### config.mk
export PLATFORM = sky130hd
export DESIGN_NAME = ldev_cfg_bank
export DESIGN_NICKNAME = d
export VERILOG_FILES = /design/src/rtl/ldev_cfg_pkg.sv /design/src/rtl/ldev_ctrl_regs.sv /design/src/rtl/ldev_res_regs.sv /design/src/rtl/ldev_range_match.sv /design/src/rtl/ldev_cfg_bank.sv
export SDC_FILE = /design/constraint.sdc
export NUM_CORES = 1
export LEC_CHECK = 0
export BUFFER_PORTS_ARGS = -buffer_cell sky130_fd_sc_hd__buf_4
export CAP_MARGIN = 10
export CORE_ASPECT_RATIO = 2
export CORE_MARGIN = 4
export CORE_UTILIZATION = 57
export CTS_CLUSTER_SIZE = 14
export DETAILED_ROUTE_END_ITERATION = 10
export GPL_ROUTABILITY_DRIVEN = 0
export MAX_ROUTING_LAYER = met4
export PLACE_DENSITY = 0.78
export SKIP_LAST_GASP = 1
export SLEW_MARGIN = 20
export SYNTH_ARGS = -nofsm -noshare
export SYNTH_HDL_FRONTEND = slang
export SYNTH_SLANG_ARGS = --single-unit
export TNS_END_PERCENT = 100
### constraint.sdc
create_clock -name clk -period 4 [get_ports clk]
set_input_delay 0.6 -clock clk [delete_from_list [all_inputs] [get_ports clk]]
set_output_delay 0.6 -clock clk [all_outputs]
set_load 0.01 [all_outputs]
### src/rtl/ldev_cfg_pkg.sv
package ldev_cfg_pkg;
  localparam logic [7:0] IDX_ACT  = 8'h30;
  localparam logic [7:0] IDX_RCHK = 8'h31;
  localparam logic [7:0] IDX_IOB  = 8'h60;
  localparam logic [7:0] IDX_IRQ  = 8'h70;
  localparam logic [7:0] IDX_DMA  = 8'h74;
  localparam logic [7:0] PAT_ONE  = 8'h55;
  localparam logic [7:0] PAT_ZERO = 8'hAA;
  localparam logic [2:0] DMA_NONE = 3'd4;

  // Window hit: base nonzero and addr-base below span (unsigned, no wrap)
  function automatic logic window_hit(input logic [15:0] addr,
                                      input logic [15:0] base,
                                      input int unsigned span);
    logic [16:0] diff;
    diff = {1'b0, addr} - {1'b0, base};
    return (base != 16'h0000) && (diff < 17'(span));
  endfunction

  function automatic logic [7:0] probe_byte(input logic sel);
    return sel ? PAT_ONE : PAT_ZERO;
  endfunction
endpackage

### src/rtl/ldev_ctrl_regs.sv
module ldev_ctrl_regs
  import ldev_cfg_pkg::*;
(
  input  logic       clk,
  input  logic       rst_n,
  input  logic       wr_ok,
  input  logic       ldev_reset,
  input  logic [7:0] idx,
  input  logic [1:0] wbits,
  output logic [7:0] rdata,
  output logic       active,
  output logic       rchk_en,
  output logic       rchk_sel
);
  logic act_q, en_q, sel_q;

  always_ff @(posedge clk or negedge rst_n) begin
    if (!rst_n) begin
      act_q <= 1'b0;
      en_q  <= 1'b0;
      sel_q <= 1'b0;
    end else if (ldev_reset) begin
      act_q <= 1'b0;
      en_q  <= 1'b0;
      sel_q <= 1'b0;
    end else if (wr_ok && idx == IDX_ACT) begin
      act_q <= wbits[0];
      if (wbits[0]) en_q <= 1'b0;
    end else if (wr_ok && idx == IDX_RCHK) begin
      en_q  <= wbits[1] & ~act_q;
      sel_q <= wbits[0];
    end
  end

  always_comb begin
    rdata = 8'h00;
    if (idx == IDX_ACT)  rdata = {7'b0, act_q};
    if (idx == IDX_RCHK) rdata = {6'b0, en_q, sel_q};
  end

  assign active   = act_q;
  assign rchk_en  = en_q;
  assign rchk_sel = sel_q;
endmodule

### src/rtl/ldev_res_regs.sv
module ldev_res_regs
  import ldev_cfg_pkg::*;
#(
  parameter int NUM_IO  = 8,
  parameter int NUM_IRQ = 2,
  parameter int NUM_DMA = 2
) (
  input  logic                   clk,
  input  logic                   rst_n,
  input  logic                   wr_ok,
  input  logic                   ldev_reset,
  input  logic [7:0]             idx,
  input  logic [7:0]             wdata,
  output logic [7:0]             rdata,
  output logic [NUM_IO-1:0][15:0] io_base
);
  logic [7:0] base_hi [NUM_IO];
  logic [7:0] base_lo [NUM_IO];
  logic [3:0] irq_lvl [NUM_IRQ];
  logic [1:0] irq_ctl [NUM_IRQ];
  logic [2:0] dma_ch  [NUM_DMA];

  for (genvar i = 0; i < NUM_IO; i++) begin : g_iob
    localparam logic [7:0] HI_IDX = IDX_IOB + 8'(2 * i);
    localparam logic [7:0] LO_IDX = IDX_IOB + 8'(2 * i + 1);
    always_ff @(posedge clk or negedge rst_n) begin
      if (!rst_n) begin
        base_hi[i] <= 8'h00;
        base_lo[i] <= 8'h00;
      end else if (ldev_reset) begin
        base_hi[i] <= 8'h00;
        base_lo[i] <= 8'h00;
      end else if (wr_ok) begin
        if (idx == HI_IDX) base_hi[i] <= wdata;
        if (idx == LO_IDX) base_lo[i] <= wdata;
      end
    end
    assign io_base[i] = {base_hi[i], base_lo[i]};
  end

  for (genvar m = 0; m < NUM_IRQ; m++) begin : g_irq
    localparam logic [7:0] LV_IDX = IDX_IRQ + 8'(2 * m);
    localparam logic [7:0] CT_IDX = IDX_IRQ + 8'(2 * m + 1);
    always_ff @(posedge clk or negedge rst_n) begin
      if (!rst_n) begin
        irq_lvl[m] <= 4'h0;
        irq_ctl[m] <= 2'b00;
      end else if (ldev_reset) begin
        irq_lvl[m] <= 4'h0;
        irq_ctl[m] <= 2'b00;
      end else if (wr_ok) begin
        if (idx == LV_IDX) irq_lvl[m] <= wdata[3:0];
        if (idx == CT_IDX) irq_ctl[m] <= wdata[1:0];
      end
    end
  end

  for (genvar k = 0; k < NUM_DMA; k++) begin : g_dma
    localparam logic [7:0] CH_IDX = IDX_DMA + 8'(k);
    always_ff @(posedge clk or negedge rst_n) begin
      if (!rst_n)                        dma_ch[k] <= DMA_NONE;
      else if (ldev_reset)               dma_ch[k] <= DMA_NONE;
      else if (wr_ok && idx == CH_IDX)   dma_ch[k] <= wdata[2:0];
    end
  end

  always_comb begin
    rdata = 8'h00;
    for (int i = 0; i < NUM_IO; i++) begin
      if (idx == IDX_IOB + 8'(2 * i))     rdata = base_hi[i];
      if (idx == IDX_IOB + 8'(2 * i + 1)) rdata = base_lo[i];
    end
    for (int m = 0; m < NUM_IRQ; m++) begin
      if (idx == IDX_IRQ + 8'(2 * m))     rdata = {4'h0, irq_lvl[m]};
      if (idx == IDX_IRQ + 8'(2 * m + 1)) rdata = {6'h00, irq_ctl[m]};
    end
    for (int k = 0; k < NUM_DMA; k++) begin
      if (idx == IDX_DMA + 8'(k))         rdata = {5'h00, dma_ch[k]};
    end
  end
endmodule

### src/rtl/ldev_range_match.sv
module ldev_range_match
  import ldev_cfg_pkg::*;
#(
  parameter int NUM_IO = 8,
  parameter int SPAN   = 8
) (
  input  logic [NUM_IO-1:0][15:0] io_base,
  input  logic [15:0]             addr,
  output logic                    hit_any
);
  logic [NUM_IO-1:0] hit;

  for (genvar i = 0; i < NUM_IO; i++) begin : g_win
    assign hit[i] = window_hit(addr, io_base[i], SPAN);
  end

  assign hit_any = |hit;
endmodule

### src/rtl/ldev_cfg_bank.sv
module ldev_cfg_bank
  import ldev_cfg_pkg::*;
#(
  parameter int NUM_IO   = 8,
  parameter int NUM_IRQ  = 2,
  parameter int NUM_DMA  = 2,
  parameter int IO_SPAN  = 8
) (
  input  logic        clk,
  input  logic        rst_n,
  input  logic        cfg_en,
  input  logic        cfg_wr,
  input  logic [7:0]  cfg_idx,
  input  logic [7:0]  cfg_wdata,
  output logic [7:0]  cfg_rdata,
  input  logic        ldev_reset,
  input  logic        io_rd,
  input  logic        io_wr,
  input  logic [15:0] io_addr,
  output logic [7:0]  io_rdata,
  output logic        io_oe
);
  logic                    wr_ok;
  logic [7:0]              ctrl_rdata, res_rdata;
  logic                    dev_active, rchk_on, rchk_sel;
  logic [NUM_IO-1:0][15:0] io_base;
  logic                    range_hit_any;
  logic                    probe_reply;

  assign wr_ok = cfg_en & cfg_wr;

  ldev_ctrl_regs u_ctrl (
    .clk(clk), .rst_n(rst_n), .wr_ok(wr_ok), .ldev_reset(ldev_reset),
    .idx(cfg_idx), .wbits(cfg_wdata[1:0]), .rdata(ctrl_rdata),
    .active(dev_active), .rchk_en(rchk_on), .rchk_sel(rchk_sel)
  );

  ldev_res_regs #(.NUM_IO(NUM_IO), .NUM_IRQ(NUM_IRQ), .NUM_DMA(NUM_DMA)) u_res (
    .clk(clk), .rst_n(rst_n), .wr_ok(wr_ok), .ldev_reset(ldev_reset),
    .idx(cfg_idx), .wdata(cfg_wdata), .rdata(res_rdata), .io_base(io_base)
  );

  ldev_range_match #(.NUM_IO(NUM_IO), .SPAN(IO_SPAN)) u_match (
    .io_base(io_base), .addr(io_addr), .hit_any(range_hit_any)
  );

  assign cfg_rdata   = ctrl_rdata | res_rdata;
  assign probe_reply = io_rd & ~io_wr & rchk_on & ~dev_active & range_hit_any;
  assign io_oe       = probe_reply;
  assign io_rdata    = probe_reply ? probe_byte(rchk_sel) : 8'h00;
endmodule

* Yosys cells after proc, flatten, opt, wreduce, memory -nomap -nowiden
Index checks and enable logic that the tools add are counted.
W data, S select, Z words.
** Operators by class
- Eq/ne operators :: 26
- Mux-type cells :: 99
- Bitwise logic cells :: 9
- Reductions and logical operators :: 69
- Order comparisons :: 8
- $add $sub $neg :: 8
** Operator list (number)
- $mux W8 :: 72
- $eq A8 B7 Y1 const B :: 22
- $lt A17 B4 Y1 const B :: 8
- $sub A16 B16 Y17 :: 8
- $reduce_bool A16 Y1 :: 8
- $reduce_bool A2 Y1 :: 25
- $reduce_and A2 Y1 :: 22
- $mux W4 :: 6
- $eq A8 B6 Y1 const B :: 2
- $mux W2 :: 7
- $logic_and A1 B1 Y1 :: 12
- $mux W3 :: 4
- $mux W1 :: 10
- $or A8 B8 Y8 :: 1
- $reduce_or A8 Y1 :: 1
- $and A1 B1 Y1 :: 6
- $ne A3 B3 Y1 const B :: 1
- $reduce_bool A3 Y1 :: 1
- $ne A2 B2 Y1 const B :: 1
- $not A1 Y1 :: 2
** Word-level totals
- Flip-flop bits (word level) :: 149
- Input port bits :: 39
- Word-level logic and storage cells :: 244

* Depth between registers and ports, before layout
Gate-level depths: netlist of run 1.
- Depth after elaboration :: 24
- Mapped depth :: 12
- Mapped depth without buffers :: 11

* Hierarchy
From an unflattened synthesis of run 1, not the netlist that was laid out.
** Second synthesis, totals
- Cells, all modules :: 1764
- Area, all modules :: 14417.6 µm²
** By module, submodules not included
- ldev_res_regs :: area each 7827.5 µm², sequential area each 3656.0 µm², instances 1, cells each 786
- ldev_range_match :: area each 6180.9 µm², sequential area each 0.0 µm², instances 1, cells each 926
- ldev_ctrl_regs :: area each 255.2 µm², sequential area each 75.1 µm², instances 1, cells each 31
- ldev_cfg_bank :: area each 153.9 µm², sequential area each 0.0 µm², instances 1, cells each 21

* Worst setup path after synthesis of run 1
OpenSTA, ideal clock, no wires.
- Path kind :: input to output
- Start point :: input io_addr[2]
- End point :: output io_rdata[2]
- Path slack :: -0.165 ns
- Arrival time :: 3.565 ns
- Stages :: 11
- Cells stage by stage :: ha_1 a21oi_4 o21ai_2 a31o_4 a2111oi_4 nor2_2 a311oi_2 mux2i_1 or4_4 a311oi_1 buf_4
** On the way
- Longest elaborated chain between the ends :: 6
- Elaborated cells on any way between the ends :: 27
- Classes of those cells :: add/sub (8); order compare (8); mux (1); bitwise (1); reduce/logical (9)
** RTL lines
- start, declared :: line ldev_cfg_bank.sv:19 : input logic [15:0] io_addr,
- $sub A16 B16 Y17 :: line ldev_cfg_pkg.sv:16 : diff = {1'b0, addr} - {1'b0, base};
- $lt A17 B4 Y1 :: line ldev_cfg_pkg.sv:17 : return (base != 16'h0000) && (diff < 17'(span));
- $logic_and A1 B1 Y1 :: line ldev_cfg_pkg.sv:17
- $reduce_or A8 Y1 (*) :: line ldev_range_match.sv:17 : assign hit_any = |hit;
- $and A1 B1 Y1 (*) :: line ldev_cfg_bank.sv:48 : assign probe_reply = io_rd & ~io_wr & rchk_on & ~dev_active & range_hit_any;
- $mux W8 (*) :: line ldev_cfg_bank.sv:50 : assign io_rdata = probe_reply ? probe_byte(rchk_sel) : 8'h00;
- end, declared :: line ldev_cfg_bank.sv:20 : output logic [7:0] io_rdata,
Mark *: on every way between the ends. The rest lies on a longest branch, timed or not.

* Final worst setup path of run 1
- Start point :: register u_res.base_lo (netlist bit u_res.io_base[114])
- End point :: output io_rdata[7]
** On the way
- Longest elaborated chain between the ends :: 6
- Elaborated cells on any way between the ends :: 7
- Classes of those cells :: add/sub (1); order compare (1); mux (1); bitwise (1); reduce/logical (3)
** RTL lines
- start, declared :: line ldev_res_regs.sv:18 : logic [7:0] base_lo [NUM_IO];
- start signal, assigned by index :: line ldev_res_regs.sv:35 : if (idx == LO_IDX) base_lo[i] <= wdata;
- $sub A16 B16 Y17 :: line ldev_cfg_pkg.sv:16
- $lt A17 B4 Y1 :: line ldev_cfg_pkg.sv:17
- $logic_and A1 B1 Y1 (*) :: line ldev_cfg_pkg.sv:17
- $reduce_or A8 Y1 (*) :: line ldev_range_match.sv:17
- $and A1 B1 Y1 (*) :: line ldev_cfg_bank.sv:48
- $mux W8 (*) :: line ldev_cfg_bank.sv:50
Marked as above.

==> impl_metrics.yaml, run 1 <==
sta:
  rsz0062_at_grt: "yes"
  period_needed_ps: 4180
  skew_ps: 0.0370
  fin_crit_sh_pct: 105
  worstMarginPinSlew_ps: 938
  fin_ws_ps: -183
  fmax_ghz: 0.239
  final.setup.tns_ps: -1490
  slew-limit-headroom_pct: 37.4
  slew_violations: 0
  final-setup-viol-count: 9
  hold_viol_final: 0
floorplan:
  die_w_um: 113
  core.rowCount: 76
  fp.dieH_um: 218
  core_area_mm2: 0.0217
  start_util_pct: 58.1
  boundaryPins: 56
  die-area_mm2: 0.0247
hold_path:
  hold_path.class: "input port to async pin"
worst_setup_path:
  reg2reg_slack_ps: 3060
  crit_arrival_ps: 3580
  timing.rr.end: "u_ctrl.rchk_en"
  r2r_start: "u_ctrl.active"
  r2r_cells: 3
  path_max_fanout: 4
  startpoint_type: "flop"
  crit_type: "flop to output pin"
  crit_path_end_kind: "output pin"
  worstPathRequired_ps: 3400
logic_synthesis:
  synth_area_per_cell_um2: 7.81
  synthFlopType: "dfrtp_1"
  ys_async_sr_fraction_pct: 100
  synth_edf_count: 0
  yosys.cell_types.count: 80
  synth_top_cell_area_share_pct: 29.2
  syn_inst: 1614
  yosysWarnings: 0
  synth_seq_cells: 149
  syn_area_mm2: 0.0126
  syn_nets: 1773
  seq_area_frac_synth_pct: 29.6
  yosys-top-cells-area: "dfrtp_1 29%, ha_1 12%, a21oi_1 7.3%, nand2_1 7.0%, mux2i_1 4.4%"
  synth_top_area_cell: "dfrtp_1"
final_layout:
  instances_no_fill: 2014
  final_common_cell: "nand2_1"
  fin_nets: 1887
  syn_to_final_growth_pct: 18.6
  antenna_cells: 0
  drive_above_1_share_pct: 16.9
  layout_common_cells: "236 x nand2_1, 180 x a21oi_1, 169 x buf_4"
  final_area_mm2: 0.0149
outcome:
  outcome: "complete, but fails checks"
  violations: "setup timing"
detailed_routing:
  wl_per_cell_um: 23.5
  routed_wl_mm: 47.4
  route.detailed.drc: 0
  firstDrtPassIters: 8
  viasPerCell: 6.78
  drtIter0Drc: 1550
  drtAntennaViolNets: 0
  vias: 13700
placement:
  dpl_cell_area_mm2: 0.0139
  post-place-cells: 1968
  port_buffers: 55
  dp_hpwl_mm: 34.7
cts:
  ctsRootBufferMaster: "clkbuf_16"
  cts_htree_levels: 4
  holdBufCountCts: 0
  path_clk_slew_ps: 60
  cts_buffer_depth: 2
  cts_tree: "yes"
  clock-sinks: 149
  clk_latency_ps: 430
  numCtsBuffers: 17
power:
  p_per_area_mw_per_mm2: 264
  p_leak_uw: 0.00601
  ir_worst_vdd_mv: 0.377
global_route:
  first_global_vias: 13300
  grt_overflow: 0
  antenna_found_initial: 0
  grt_first_pass_wirelength_mm: 72.1
  track_usage_pct: 39.0
  grt_max_degree: 92
flow_run:
  maxCapViolCount: 0
[sequential cells by signal (all words and copies together) (netlist names)]
name	flops
u_res.io_base	128
u_res.irq_lvl	8
u_res.dma_ch	6
u_res.irq_ctl	4
u_ctrl.active	1
u_ctrl.rchk_en	1
u_ctrl.rchk_sel	1
[Yosys cell counts (5+ instances only)]
cell	count
o31ai_1	5
nand2b_1	8
or2_2	5
o2111ai_1	7
o21ai_0	60
buf_4	6
nand3b_1	5
clkbuf_1	64
a21o_1	19
xor2_1	15
o22ai_1	11
o211ai_1	13
nor3_1	33
a21oi_1	184
a221oi_1	7
inv_1	140
nand3_1	86
a31oi_1	22
buf_1	8
or3_1	5
xnor2_1	11
nor2_1	117
nor2b_1	17
mux4_2	9
o21a_1	7
nand2_1	236
and3_1	13
nand4_1	12
nor4_1	47
a22oi_1	14
mux2i_1	56
a211oi_1	20
ha_1	120
dfrtp_1	147
[critical path, stage by stage (launching register included)]
cell      delay, ps
dfrtp_1         410
inv_2           110
ha_4            210
a21oi_1         150
o21ai_1         100
a31o_2          270
or3_1           310
a2111o_1        440
a221oi_2        190
buf_4           150
a41o_1          130
a311oi_4         60
buf_6           170
a311oi_4        270
buf_4           190
[kinds of logic (layout without fill, tap and decap cells)]
| kind of cell | after synthesis | in the layout | synth area share (%) |
|---|---|---|---|
| muxes | 66 | 66 | 6.15 |
| DFF | 149 | 149 | 29.6 |
| xor gates and xnor gates | 26 | 26 | 1.81 |
| buffers and inverters | 220 | 347 | 6.75 |
| AOI/OAI and AO/OA | 428 | 428 | 21.5 |
| and+or+nand+nor | 605 | 605 | 22.3 |
| adders and majority gates | 120 | 120 | 11.9 |
[per-stage QoR]
step                      utilization [%]  setup WS [ps]  power, µW  hold WS [ps]
after floorplan                         -           -165       1940           304
after global placement               64.0           -400       2220           507
after detailed placement             64.0           -475       2240           528
after CTS                            67.7           -178       3900           258
after global routing                 68.9           -358       4070           298
final                                68.9           -183       3940           207
[cell type report]
class	count	area, µm²
multi-input combinational	1245	8370
fill	1732	6730
sequential	149	3730
timing repair buffer	175	1360
inverter	140	526
clock buffer	22	484
tap	273	342
clock inverter	10	128
[worst max-delay path by stage]
stage	slack, ps	cells after the start	start	end
after floorplan	-170	11	io_addr[2]	io_rdata[2]
after global placement	-400	14	io_addr[2]	io_rdata[7]
after detailed placement	-480	14	io_addr[2]	io_rdata[3]
after CTS	-180	13	u_res.io_base[114]	io_rdata[2]
after global routing	-360	13	u_res.io_base[2]	io_rdata[7]
final	-180	14	u_res.io_base[114]	io_rdata[7]
[report_power, final]
part / total, µW / switching, µW / internal, µW
clock: 1660 / 625 / 1040
combinational: 770 / 478 / 292
sequential: 1510 / 1.23 / 1510
[repair_timing]
action                                  in CTS  in global routing
endpoints found under the setup margin       9                  9
buffers inserted                             8                 10
resized for setup                           27                 47
pin swaps                                   10                 11
[routing by layer]
metal / track usage [%] / part of all wire (%) / vias to the layer above
li1: - / - / 6047
met1: 42.8 / 34 / 6392
met2: 58.7 / 45 / 904
met3: 7.73 / 9.7 / 321
met4: 35.9 / 12 / 0
met5: - / 0 / -
No activity file was read; power rests on OpenSTA's default activity.
==> run 2, diff against run 1 <==
Settings changed: ABC_AREA from default to 1, CORE_UTILIZATION 57 to 58, PLACE_DENSITY 0.78 to 0.79.
==> run 2 against run 1 <==
Against the previous run:
- the run now ends clean
- fmax grew 6.5%
- area after synthesis grew 1.1%
- via count shrank 0.32%
- flip-flop and latch count is the same
- sequential power grew 15%
- final area shrank 4.0%
- critical path depth grew 5
- global-route usage shrank 2.7 points
- combinational power grew 96%
- clock-buffer cell count shrank 1
- critical path type unchanged
- critical endpoint is now io_rdata[5]
==> impl_metrics.yaml, run 2 <==
outcome:
  outcome: "completed"
cts:
  path_clk_slew_ps: 60
  clk_latency_ps: 450
  cts_htree_levels: 4
  clock-sinks: 149
  numCtsBuffers: 17
  ctsRootBufferMaster: "clkbuf_16"
  holdBufCountCts: 0
  cts_buffer_depth: 2
  cts_tree: "yes"
worst_setup_path:
  critical_path.max_stage_delay_ps: 370
  cp_num_buf_inv: 2
  path_max_fanout: 4
  cpLargestDelayFamily: "simple AND/OR/NAND/NOR gates"
  crit_path_frequent_cell: "nand2_1"
  crit_type: "flop to output pin"
  crit_path_end_kind: "output pin"
  crit_arrival_ps: 3330
  worst_path_max_delay_cell: "dfrtp_1"
  cp_cell_sequence: "inv_1 -> ha_1 -> a21oi_2 -> nand2_1 -> nand3_1 -> nand2_1 -> a21boi_2 -> nand2_1 -> nand2_1 -> nand2_1 -> nand4_1 -> nor2_1 -> nor2_1 -> nand2_1 -> nor2_2 -> nand4_1 -> nand2_2 -> nor2_4 -> buf_4"
  startpoint_type: "flop"
  worstPathRequired_ps: 3400
logic_synthesis:
  yosys-top-cells-area: "dfrtp_1 29%, nand2_1 18%, ha_1 12%, inv_1 8.8%, o21ai_0 7.2%"
  yosysWarnings: 0
  seq_area_frac_synth_pct: 29.3
  synth_top_area_cell: "dfrtp_1"
  synthFlopType: "dfrtp_1"
  synth_seq_cells: 149
  ys_async_sr_fraction_pct: 100
  synth_most_common_cell: "nand2_1"
  yosys-top-cells-count: "600 x nand2_1, 300 x inv_1, 184 x nor2_1"
  syn_nets: 2118
  synth_area_per_cell_um2: 6.50
  synth_top_cell_area_share_pct: 28.9
  syn_area_mm2: 0.0127
  syn_inst: 1959
  yosys.cell_types.count: 45
  synth_edf_count: 0
power:
  p_leak_uw: 0.00724
  ir_worst_vdd_mv: 0.477
  p_per_area_mw_per_mm2: 343
  finalPower_uw: 4920
global_route:
  track_usage_pct: 36.3
  grt_first_pass_wirelength_mm: 66.6
  grt_max_degree: 63
  grt_overflow: 0
  first_global_vias: 13200
  antenna_found_initial: 0
detailed_routing:
  routed_wl_mm: 43.8
  viasPerCell: 5.91
  drtAntennaViolNets: 0
  route.detailed.drc: 0
  firstDrtPassIters: 6
  wl_per_cell_um: 19.0
  drtIter0Drc: 1081
  vias: 13600
final_layout:
  fin_nets: 2176
  final_common_cell: "nand2_1"
  fillers: 1872
  post-route-util_pct: 66.5
  layout_common_cells: "595 x nand2_1, 297 x inv_1, 182 x o21ai_0"
  largest_reg_flops: 128
  drive_above_1_share_pct: 9.41
  syn_to_final_growth_pct: 12.7
sta:
  slew-limit-headroom_pct: 18.5
  skew_ps: 0.515
  hold_viol_final: 0
  fmax_ghz: 0.255
  holdWs_ps: 129
  worstMarginPinSlew_ps: 1220
  slew_violations: 0
  fin_crit_sh_pct: 98.2
  fin_ws_ps: 73.4
  period_needed_ps: 3930
  final-setup-viol-count: 0
floorplan:
  die_w_um: 113
  fp.dieH_um: 218
  core.rowCount: 76
  die-area_mm2: 0.0245
  start_util_pct: 59.0
  core_area_mm2: 0.0216
  boundaryPins: 56
hold_path:
  hold_path.class: "input port to async pin"
placement:
  pre_cts_slack_ps: 97.4
  port_buffers: 55
  dp_hpwl_mm: 31.7
flow_run:
  maxCapViolCount: 0
==> run 2: timing repair <==
item | CTS | global route
resized for setup | 1 | 49
pin swaps | 0 | 13
setup endpoints to repair | 8 | 9
setup buffers | 0 | 13
==> run 2: path summary, 6_finish.rpt <==
| path | from | end | slack, ps | cells past startpoint |
|---|---|---|---|---|
| max reg2reg | u_ctrl.active | u_ctrl.rchk_en | 3120 | 3 |
| max | u_res.io_base[2] | io_rdata[5] | 70 | 19 |
| min in group clk | cfg_wdata[0] | u_ctrl.active | 440 | 3 |
| max in group asynchronous | rst_n | u_res.io_base[85] | 3010 | 2 |
| min | rst_n | u_res.io_base[44] | 130 | 1 |
| min reg2reg | u_res.io_base[69] | u_res.io_base[69] | 480 | 2 |
==> run 2: metrics by stage <==
stage                     area, µm²  TNS (ps)  instances
final                         14400         0       2304
after global routing          14400      -705       2303
after global placement        13400         0       2258
after CTS                     14000     -56.5       2290
after floorplan               12700         0       1959
after detailed placement      13400         0       2258
==> run 2: cells by family after synthesis <==
family,Yosys count,share of synthesized area (%)
AO/OA/AOI/OAI,329,13.9
adder cells (fa/ha/maj),120,11.8
AND/OR/NAND/NOR,982,32.4
XOR/XNOR,31,2.13
flip-flops,149,29.3
buffers and inverters,348,10.5
==> run 2: layout make-up <==
cell class / instances / area (µm²) / area share [%]
tap: 273 / 342 / 2.38
clock inverter: 11 / 151 / 1.05
inverter: 310 / 1160 / 8.11
antenna: 1 / 2.50 / 0.0174
multi-input combinational: 1462 / 7900 / 55.0
timing repair buffer: 77 / 594 / 4.14
clock buffer: 21 / 460 / 3.21
sequential: 149 / 3740 / 26.1
==> run 2: power by group <==
group	switching (µW)	internal, µW	leakage [µW]	total [µW]
sequential	118	1620	0.00193	1740
combinational	956	553	0.00503	1510
clock	657	1010	0.000285	1670
==> run 2: routing by layer <==
layer	global-route usage (%)	part of all wire (%)	routed length, µm
met4	34.9	12	5090
met3	6.00	7.8	3430
met1	36.0	34	14700
met5	-	0	0
met2	59.0	47	20600
